## src/rtl/fbgeo_pkg.sv

```systemverilog
package fbgeo_pkg;

    typedef enum logic [1:0] {
        PF_NONE    = 2'd0,
        PF_RGB565  = 2'd1,
        PF_XRGB_LE = 2'd2,
        PF_XRGB_BE = 2'd3
    } pix_fmt_e;

    localparam int unsigned DEPTH_LO = 16;
    localparam int unsigned DEPTH_HI = 32;

endpackage

```

## src/rtl/fbg_fmt_decode.sv

```systemverilog
module fbg_fmt_decode
    import fbgeo_pkg::*;
#(
    parameter int REG_W = 16
) (
    input  logic [REG_W-1:0] depth,
    input  logic             big_end,
    output pix_fmt_e         fmt,
    output logic [2:0]       bytes_pp,
    output logic             depth_ok
);

    localparam logic [REG_W-1:0] D_LO = REG_W'(DEPTH_LO);
    localparam logic [REG_W-1:0] D_HI = REG_W'(DEPTH_HI);

    always_comb begin
        fmt      = PF_NONE;
        bytes_pp = 3'd0;
        depth_ok = 1'b0;
        if (depth == D_LO) begin
            fmt      = PF_RGB565;
            bytes_pp = 3'd2;
            depth_ok = 1'b1;
        end else if (depth == D_HI) begin
            fmt      = big_end ? PF_XRGB_BE : PF_XRGB_LE;
            bytes_pp = 3'd4;
            depth_ok = 1'b1;
        end
    end

endmodule

```

## src/rtl/fbg_arith.sv

```systemverilog
module fbg_arith #(
    parameter int REG_W = 16,
    localparam int STR_W = REG_W + 2,
    localparam int SZ_W  = STR_W + REG_W,
    localparam int OFS_W = SZ_W + 1
) (
    input  logic [REG_W-1:0] width,
    input  logic [REG_W-1:0] height,
    input  logic [REG_W-1:0] virt_w,
    input  logic [REG_W-1:0] start_x,
    input  logic [REG_W-1:0] start_y,
    input  logic [2:0]       bytes_pp,
    output logic [STR_W-1:0] stride,
    output logic [SZ_W-1:0]  size,
    output logic [OFS_W-1:0] offset
);

    logic [REG_W-1:0] eff_w;

    always_comb begin
        eff_w  = (virt_w < width) ? width : virt_w;
        stride = STR_W'(eff_w) * STR_W'(bytes_pp);
        size   = SZ_W'(stride) * SZ_W'(height);
        offset = OFS_W'(start_x) * OFS_W'(bytes_pp)
               + OFS_W'(start_y) * OFS_W'(stride);
    end

endmodule

```

## src/rtl/fbg_limit_check.sv

```systemverilog
module fbg_limit_check #(
    parameter int              REG_W      = 16,
    parameter longint unsigned VRAM_BYTES = 64'd16777216,
    parameter int              MIN_RES    = 64,
    localparam int STR_W = REG_W + 2,
    localparam int SZ_W  = STR_W + REG_W,
    localparam int OFS_W = SZ_W + 1,
    localparam int SUM_W = OFS_W + 1
) (
    input  logic [REG_W-1:0] width,
    input  logic [REG_W-1:0] height,
    input  logic [SZ_W-1:0]  size,
    input  logic [OFS_W-1:0] offset,
    output logic             res_ok,
    output logic             fits_ok
);

    localparam logic [REG_W-1:0] MIN_V    = REG_W'(MIN_RES);
    localparam logic [SUM_W-1:0] VRAM_LIM = SUM_W'(VRAM_BYTES);

    logic [SUM_W-1:0] end_byte;

    always_comb begin
        end_byte = SUM_W'(offset) + SUM_W'(size);
        res_ok   = (width >= MIN_V) && (height >= MIN_V);
        fits_ok  = (end_byte <= VRAM_LIM);
    end

endmodule

```

## src/rtl/fb_mode_geom.sv

```systemverilog
module fb_mode_geom
    import fbgeo_pkg::*;
#(
    parameter int              REG_W      = 16,
    parameter longint unsigned VRAM_BYTES = 64'd16777216,
    parameter int              MIN_RES    = 64,
    parameter int              EN_BIT     = 0
) (
    input  logic                 clk,
    input  logic                 rst_n,
    input  logic [REG_W-1:0]     ctl_enable,
    input  logic [REG_W-1:0]     depth_bits,
    input  logic [REG_W-1:0]     hres,
    input  logic [REG_W-1:0]     vres,
    input  logic [REG_W-1:0]     line_pixels,
    input  logic [REG_W-1:0]     pan_x,
    input  logic [REG_W-1:0]     pan_y,
    input  logic                 fb_big_endian,
    output logic [1:0]           geo_fmt,
    output logic [2:0]           geo_bytes,
    output logic [REG_W-1:0]     geo_width,
    output logic [REG_W-1:0]     geo_height,
    output logic [REG_W+1:0]     geo_stride,
    output logic [2*REG_W+2:0]   geo_offset,
    output logic [2*REG_W+1:0]   geo_size,
    output logic                 geo_valid,
    output logic                 geo_changed
);

    localparam int STR_W = REG_W + 2;
    localparam int SZ_W  = STR_W + REG_W;
    localparam int OFS_W = SZ_W + 1;
    localparam int SUM_W = OFS_W + 1;
    localparam logic [SUM_W-1:0] VRAM_LIM = SUM_W'(VRAM_BYTES);
    localparam logic [REG_W-1:0] MIN_V    = REG_W'(MIN_RES);

    typedef struct packed {
        logic [1:0]       fmt;
        logic [2:0]       bytes_pp;
        logic [REG_W-1:0] width;
        logic [REG_W-1:0] height;
        logic [STR_W-1:0] stride;
        logic [OFS_W-1:0] offset;
        logic [SZ_W-1:0]  size;
    } geom_t;

    typedef struct packed {
        geom_t cur;
        geom_t last;
        logic  ok;
        logic  chg;
    } state_t;

    state_t state_d, state_q;

    pix_fmt_e         fmt_w;
    logic [2:0]       bytes_w;
    logic             depth_ok_w;
    logic [STR_W-1:0] stride_w;
    logic [SZ_W-1:0]  size_w;
    logic [OFS_W-1:0] offset_w;
    logic             res_ok_w;
    logic             fits_ok_w;
    logic             unused_ctl;

    assign unused_ctl = ^ctl_enable;

    fbg_fmt_decode #(.REG_W(REG_W)) u_fmt (
        .depth    (depth_bits),
        .big_end  (fb_big_endian),
        .fmt      (fmt_w),
        .bytes_pp (bytes_w),
        .depth_ok (depth_ok_w)
    );

    fbg_arith #(.REG_W(REG_W)) u_arith (
        .width    (hres),
        .height   (vres),
        .virt_w   (line_pixels),
        .start_x  (pan_x),
        .start_y  (pan_y),
        .bytes_pp (bytes_w),
        .stride   (stride_w),
        .size     (size_w),
        .offset   (offset_w)
    );

    fbg_limit_check #(
        .REG_W      (REG_W),
        .VRAM_BYTES (VRAM_BYTES),
        .MIN_RES    (MIN_RES)
    ) u_limit (
        .width   (hres),
        .height  (vres),
        .size    (size_w),
        .offset  (offset_w),
        .res_ok  (res_ok_w),
        .fits_ok (fits_ok_w)
    );

    geom_t cand;
    logic  cand_ok;

    always_comb begin
        cand.fmt      = fmt_w;
        cand.bytes_pp = bytes_w;
        cand.width    = hres;
        cand.height   = vres;
        cand.stride   = stride_w;
        cand.offset   = offset_w;
        cand.size     = size_w;
        cand_ok       = ctl_enable[EN_BIT] && depth_ok_w && res_ok_w && fits_ok_w;

        state_d       = state_q;
        state_d.ok    = cand_ok;
        state_d.cur   = cand_ok ? cand : '0;
        state_d.chg   = cand_ok && (cand != state_q.last);
        if (cand_ok) begin
            state_d.last = cand;
        end
    end

    always_ff @(posedge clk) begin
        if (!rst_n) begin
            state_q <= '0;
        end else begin
            state_q <= state_d;
        end
    end

    assign geo_fmt     = state_q.cur.fmt;
    assign geo_bytes   = state_q.cur.bytes_pp;
    assign geo_width   = state_q.cur.width;
    assign geo_height  = state_q.cur.height;
    assign geo_stride  = state_q.cur.stride;
    assign geo_offset  = state_q.cur.offset;
    assign geo_size    = state_q.cur.size;
    assign geo_valid   = state_q.ok;
    assign geo_changed = state_q.chg;

    // Change pulse only accompanies an accepted mode
    p_chg_needs_valid_r10: assert property (@(posedge clk) disable iff (!rst_n)
        geo_changed |-> geo_valid);

    // Two accepted cycles with identical geometry never pulse
    p_steady_no_chg_r10: assert property (@(posedge clk) disable iff (!rst_n)
        (geo_valid && $past(geo_valid) && $stable(state_q.cur)) |-> !geo_changed);

    // Rejected modes publish a cleared geometry
    p_zero_when_bad_r11: assert property (@(posedge clk) disable iff (!rst_n)
        !geo_valid |-> (geo_fmt == 2'd0 && geo_bytes == 3'd0 && geo_size == '0
                        && geo_width == '0 && geo_offset == '0));

    // Accepted resolution is never below the floor
    p_min_res_r7: assert property (@(posedge clk) disable iff (!rst_n)
        geo_valid |-> (geo_width >= MIN_V && geo_height >= MIN_V));

    // Accepted window ends inside video memory
    p_fit_r8: assert property (@(posedge clk) disable iff (!rst_n)
        geo_valid |-> (SUM_W'(geo_offset) + SUM_W'(geo_size) <= VRAM_LIM));

    // Stride never shorter than one visible line
    p_stride_covers_r5: assert property (@(posedge clk) disable iff (!rst_n)
        geo_valid |-> (geo_stride >= STR_W'(geo_width) * STR_W'(geo_bytes)));

    // Pixel size agrees with the format code
    p_fmt_bytes_r4: assert property (@(posedge clk) disable iff (!rst_n)
        geo_valid |-> ((geo_fmt == 2'd1) ? (geo_bytes == 3'd2) : (geo_bytes == 3'd4)));

endmodule

```

## config.mk

```make
export PLATFORM = sky130hd
export DESIGN_NAME = fb_mode_geom
export DESIGN_NICKNAME = d
export VERILOG_FILES = /design/src/rtl/fbgeo_pkg.sv /design/src/rtl/fbg_fmt_decode.sv /design/src/rtl/fbg_arith.sv /design/src/rtl/fbg_limit_check.sv /design/src/rtl/fb_mode_geom.sv
export SDC_FILE = /design/constraint.sdc
export NUM_CORES = 2
export LEC_CHECK = 0
export BUFFER_PORTS_ARGS = -buffer_cell sky130_fd_sc_hd__buf_2
export CORE_MARGIN = 1
export CORE_UTILIZATION = 45
export CTS_CLUSTER_DIAMETER = 40
export DETAILED_ROUTE_END_ITERATION = 12
export PLACE_DENSITY_LB_ADDON = 0.3
export RECOVER_POWER = 50
export SLEW_MARGIN = 20
export SYNTH_ARGS = -nofsm -noshare
export SYNTH_HDL_FRONTEND = slang
export SYNTH_SLANG_ARGS = --single-unit
```

## constraint.sdc

```tcl
create_clock -name clk -period 19.2 [get_ports clk]
set_clock_uncertainty 0.05 [all_clocks]
set_input_delay 0 -clock clk [delete_from_list [all_inputs] [get_ports clk]]
set_output_delay 0 -clock clk [all_outputs]
set_load 0.01 [all_outputs]
```

## Word-level counts from Yosys, hierarchy flattened

Cells that the tools add are included.

| word-level totals | value |
|---|---|
| register bits after elaboration | 250 |
| bits of input ports | 115 |
| output and inout port bits | 126 |

| operators by class | value |
|---|---|
| add/sub/neg operators | 2 |
| multipliers | 4 |
| order comparisons | 4 |
| equal/unequal tests | 3 |
| muxes and demuxes | 8 |
| reductions and logical operators | 6 |

Operators with widths:

| cell | count |
|---|---|
| != test 124 bit | 1 |
| adder 35 x 34 -> 36 bit | 1 |
| less-or-equal comparator 36 x 25 -> 1 bit, second input constant | 1 |
| adder 19 x 34 -> 35 bit | 1 |
| multiplier 16 x 18 -> 34 bit | 1 |
| multiplier 18 x 16 -> 34 bit | 1 |
| greater-or-equal comparator 16 x 7 -> 1 bit, second input constant | 2 |
| multiplier 16 x 3 -> 19 bit | 1 |
| multiplier 16 x 3 -> 18 bit | 1 |
| == test 16 x 5 -> 1 bit, second input constant | 1 |
| == test 16 x 6 -> 1 bit, second input constant | 1 |
| < comparator 16 bit | 1 |
| 2-to-1 mux 16 bit | 1 |
| 2-to-1 mux 3 bit | 2 |
| logical AND 1 bit | 5 |
| 2-to-1 mux 2 bit | 2 |
| 2-to-1 mux 1 bit | 3 |
| AND reduction 2 bit | 1 |

## Longest topological paths before layout

| logic depth | value |
|---|---|
| word-level depth | 10 |
| gate-level depth with buffers | 60 |
| mapped depth without buffers | 54 |

## Modules after synthesis

Synthesis repeated with hierarchy kept, for this count alone.

| unflattened totals | value |
|---|---|
| cells, all modules | 3760 |
| area, all modules | 33757.4 um2 |

Modules (own cells, without submodules):

| module | instances | cells each | area each (um2) | seq. area each (um2) |
|---|---|---|---|---|
| fbg_arith | 1 | 2611 | 22246.3 | 0.0 |
| fb_mode_geom | 1 | 819 | 9268.9 | 5004.8 |
| fbg_limit_check | 1 | 315 | 2157.1 | 0.0 |
| fbg_fmt_decode | 1 | 15 | 85.1 | 0.0 |

## Worst setup path before layout

OpenSTA, ideal clock, no wires.

| timing path | value |
|---|---|
| path kind | input-to-reg |
| from | input hres[10] |
| to | register state_q[13] in the netlist's numbering |
| library setup time | 0.116 ns |
| data arrival time | 11.486 ns |
| setup slack | 7.548 ns |
| stages | 55 |
| path buffers | 5 |
| path through | inv_1 ha_1 a41oi_1 o21ai_0 a221oi_1 o21ai_0 clkbuf_1 a21oi_1 nor2_1 ha_1 ha_1 a211oi_1 o21ai_0 nand4_1 o211ai_1 o21ai_0 nand2b_1 a21o_1 [19 not listed] nor3_1 nor2_1 o21a_1 nor2_1 xnor2_1 ha_1 nor2b_1 nor3_1 o21ai_0 o21ai_0 o21ai_0 nor2b_1 mux2i_1 mux2i_1 nand4_1 clkbuf_1 clkbuf_1 o211a_1 |

| between the ends | value |
|---|---|
| elaborated cells on any way between the ends | 12 |
| those cells by class | 2 x add/sub; 3 x mul; 3 x order compare; 1 x mux; 3 x reduce/logical |

RTL lines:

| what | line | source |
|---|---|---|
| start, declared | fb_mode_geom.sv:13 | `input logic [REG_W-1:0] hres,` |
| < comparator 16 bit | fbg_arith.sv:21 | `eff_w = (virt_w < width) ? width : virt_w;` |
| 2-to-1 mux 16 bit * | fbg_arith.sv:21 |  |
| multiplier 16 x 3 -> 18 bit * | fbg_arith.sv:22 | `stride = STR_W'(eff_w) * STR_W'(bytes_pp);` |
| multiplier 18 x 16 -> 34 bit * | fbg_arith.sv:23 | `size = SZ_W'(stride) * SZ_W'(height);` |
| named net size_w[28] | fb_mode_geom.sv:60 | `logic [SZ_W-1:0] size_w;` |
| adder 35 x 34 -> 36 bit * | fbg_limit_check.sv:24 | `end_byte = SUM_W'(offset) + SUM_W'(size);` |
| less-or-equal comparator 36 x 25 -> 1 bit * | fbg_limit_check.sv:26 | `fits_ok = (end_byte <= VRAM_LIM);` |
| logical AND 1 bit * | fb_mode_geom.sv:112 | `cand_ok = ctl_enable[EN_BIT] && depth_ok_w && res_ok_w && fits_ok_w;` |
| end signal, assigned | fb_mode_geom.sv:127 | `state_q <= state_d;` |
| end, declared | fb_mode_geom.sv:54 | `state_t state_d, state_q;` |

The timed path passes the listed nets; every way through them passes the cells marked *.
A chain may end at the register's enable or synchronous reset.

## Worst setup path in the final report

| timing path | value |
|---|---|
| from | input hres[11] |
| to | register state_q[95] in the netlist's numbering |

| between the ends | value |
|---|---|
| cells in the longest elaborated chain, start to end | 8 |
| elaborated cells on any way between the ends | 12 |
| those cells by class | 2 x add/sub; 3 x mul; 3 x order compare; 1 x mux; 3 x reduce/logical |

RTL lines:

| what | line | source |
|---|---|---|
| < comparator 16 bit | fbg_arith.sv:21 |  |
| 2-to-1 mux 16 bit * | fbg_arith.sv:21 |  |
| multiplier 16 x 3 -> 18 bit * | fbg_arith.sv:22 |  |
| multiplier 16 x 18 -> 34 bit * | fbg_arith.sv:25 | `+ OFS_W'(start_y) * OFS_W'(stride);` |
| adder 19 x 34 -> 35 bit * | fbg_arith.sv:25 |  |
| named net offset_w[32] | fb_mode_geom.sv:61 | `logic [OFS_W-1:0] offset_w;` |
| adder 35 x 34 -> 36 bit * | fbg_limit_check.sv:24 |  |
| less-or-equal comparator 36 x 25 -> 1 bit * | fbg_limit_check.sv:26 |  |
| logical AND 1 bit * | fb_mode_geom.sv:112 |  |

Marks and branches as above.

==> metrics <==
endpoints failing setup=0; drt first pass iters=6; Peak Freq=0.05891 GHz; num rows=100; Place WS=3724 ps; static leakage=18.04 nW; Commonest cells post-synth=570 x inv_1, 552 x nand2_1, 451 x fa_1; classification of the worst setup path=input pin to flop; status=complete, but fails checks; CTS tree=done; Mean Syn Cell Area=8.418 µm²; share of power burned in registers=36.4%; Worst Setup End Kind=flop; top-count cell post-synth=inv_1; RSZ-0062 raised after global routing=no; worst skew pair latency=570 ps; largest net degree at the start of global routing=100; Hold Path Depth=6; Final WS setup=2224 ps; Max clock buf depth=3; fin area=0.03670 mm²; Unique masters post-synth=75; global-route wire length before repair=158500 µm; Mapped Cells=4025; routed vias/inst=5.388; Synth Flop Type=dfxtp_1; Final #Nets=4931; drt wl/cell=19.72 µm; setup_tns=0 ps; fillers=7229; detailed-route via count=27260; CTS root buffer=clkbuf_16; pwr dens=37.34 mW/mm²; fin crit share=88.42%; clock-pin slew on the worst setup and hold paths=60 ps; CP dominant cell by count=fa_1; largest area contributor in the netlist=fa_1; die extent in x=276.4 µm; r2r worst-path depth=12; net switching power=0.3599 mW; peak supply drop=54.61 µV; Worst setup SP type=input pin; internal power=1.010 mW; Crit. Startpoint=hres[11]; CTS Buf Count=43; routability cong.=0.9743; ANT nets after route=0; Iter 0 DRT Violations=2066; area delta synth->final=8.305%; Die Height=276.4 µm; DPL Wire Length=75750 µm; final instance count without filler cells=5060; hold crit path type=input pin to flop; Synth Warn #=0; maximum fanout along the worst path=99; Max-Cap Viols=2; Cell Area, Synth=0.03388 mm²; antenna violations before repair=2; drt drc=0; Tot GR Track Use=26.44%; Sw Ratio=26.26%; R2R Path End=geo_changed; Slowest-stage cell, CP=and4_1; initial core utilization=45.51%; Slew headroom=-45.72%; Post-DP Area=0.03497 mm²; reg2reg start=state_q[30]; area of the core=0.07445 mm²; Seq/Total Area, Yosys=14.18%; critical path capture point=state_q[95]; setup bufs post-CTS=0; Slew Limit Fails=136; PortBufs=221; GRT Residual Overflow=0; Worst EP arrival=17440 ps; top post-synthesis cells by area=fa_1 27%, dfxtp_1 14%, ha_1 11%, inv_1 6.3%, nand2_1 6.1%; #FFs+latches synth=240; failing checks=max-capacitance violations, max-slew violations; layout cells sized above 1=6.603%; final-report hold violation count=0; Reg2Reg Setup Slack=13860 ps; I/O pin count=241; Slew @ Worst Pin=2186 ps; Worst Path Required=19670 ps; clock sink total=240; number of instances in the placed design=4941; cts repair resizes=0; EDFF count, synth=0; Routed WL=99810 µm; asr flop ratio synth=0%; H-tree depth=2; Synth top area share=26.65%; vias in the first global route=27690; max incr delay on CP=1500 ps; clock network fraction of design power=57.7%; Logic pwr share=5.9%; post-layout minimum cycle time=16980 ps; die area=0.07640 mm²
## sequential cells by signal, indices dropped and copies added, names as in the netlist
signal / cells
geo_bytes: 1
geo_changed: 1
geo_fmt: 2
geo_height: 16
geo_offset: 34
geo_size: 33
geo_stride: 17
geo_valid: 1
geo_width: 16
state_q: 119
## cells by family (layout without fill, tap and decap cells)
kind of cell	Yosys count	after routing	share of synthesized area [%]
AO/OA/AOI/OAI	486	486	9.623
XOR/XNOR	194	194	5.103
adder cells (fa/ha/maj)	760	760	38.06
buffers and inverters	912	970	11.78
flip-flops	240	240	14.18
multiplexers	31	31	0.9269
other	1	9	0.01107
AND/OR/NAND/NOR	1401	1401	20.31
## layout by cell type (no fill, tap or decap), types with 7 or more instances in the layout
master	instances
inv_1	570
nand2_1	552
fa_1	451
ha_1	309
and2_1	304
dfxtp_1	240
nor2_1	184
a21oi_1	123
clkbuf_1	123
xnor2_1	109
buf_2	98
and3_1	96
a21boi_1	83
o21ai_0	75
xor2_1	74
buf_4	62
nor3_1	44
clkbuf_16	43
nand4_1	42
dlygate4sd3_1	39
nand2b_1	37
nand3_1	36
nor2b_1	36
mux2i_1	27
a21o_1	26
a21boi_0	24
nor4_1	21
a211oi_1	19
o21a_1	18
o211ai_1	17
o21bai_1	12
a31oi_1	9
nor4b_1	9
or3_1	8
o2111ai_1	7
conb_1	7
## per-layer routing
layer / up-vias / track usage [%] / share of wire [%]
met1: 13570 / 36.41 / 44
met4: 0 / 8.824 / 3.5
met5: - / 0 / 0
li1: 12690 / - / -
met2: 841 / 42.46 / 46
met3: 160 / 3.862 / 6.3
## how the worst min path moves through the flow
stage	end	slack [ps]	start
finish	state_q[124]	70	depth_bits[9]
global route	state_q[123]	110	depth_bits[5]
CTS	state_q[124]	50	depth_bits[9]
detailed placement	state_q[108]	230	hres[3]
global placement	state_q[108]	230	hres[3]
floorplan	state_q[105]	90	hres[0]
## per-stage QoR
step | total power [mW] | hold slack [ps] | utilization, %
floorplan | 0.5472 | 89.17 | -
global placement | 0.5821 | 225.6 | 46.97
detailed placement | 0.5824 | 232.6 | 46.97
CTS | 1.379 | 50.39 | 49.49
global route | 1.406 | 113.5 | 49.29
finish | 1.370 | 70.72 | 49.29
## power by group through the flow
stage,sequential (mW),combinational (mW),clock (mW)
2_1_floorplan,0.509,0.0379,0
3_3_place_gp,0.509,0.0727,0
3_5_place_dp,0.509,0.0730,0
4_1_cts,0.499,0.0795,0.800
5_1_grt,0.498,0.0864,0.821
6_report,0.499,0.0813,0.790
## area by class of cell
type	count	area [µm²]	share of cell area, %
sequential	240	4805	13.09
clock inverter	32	372.9	1.016
multi-input combinational	2879	25250	68.80
inverter	570	2140	5.830
clock buffer	46	1107	3.017
timing repair buffer	322	1809	4.930
antenna	2	5.005	0.01364
tap	969	1212	3.304
## critical path, delay by kind of cell
| kind | cells | cell delay [ps] |
|---|---|---|
| XOR/XNOR | 2 | 900 |
| buffers and inverters | 9 | 2790 |
| adder cells (fa/ha/maj) | 11 | 4860 |
| AO/OA/AOI/OAI | 19 | 5180 |
| AND/OR/NAND/NOR | 13 | 3620 |
## repair_timing
action / CTS / global route
endpoints found under the setup margin: 0 / 0
hold buffers: 39 / 0
endpoints found under the hold margin: 125 / 0
Note: power is estimated with default switching activity, not from simulation.
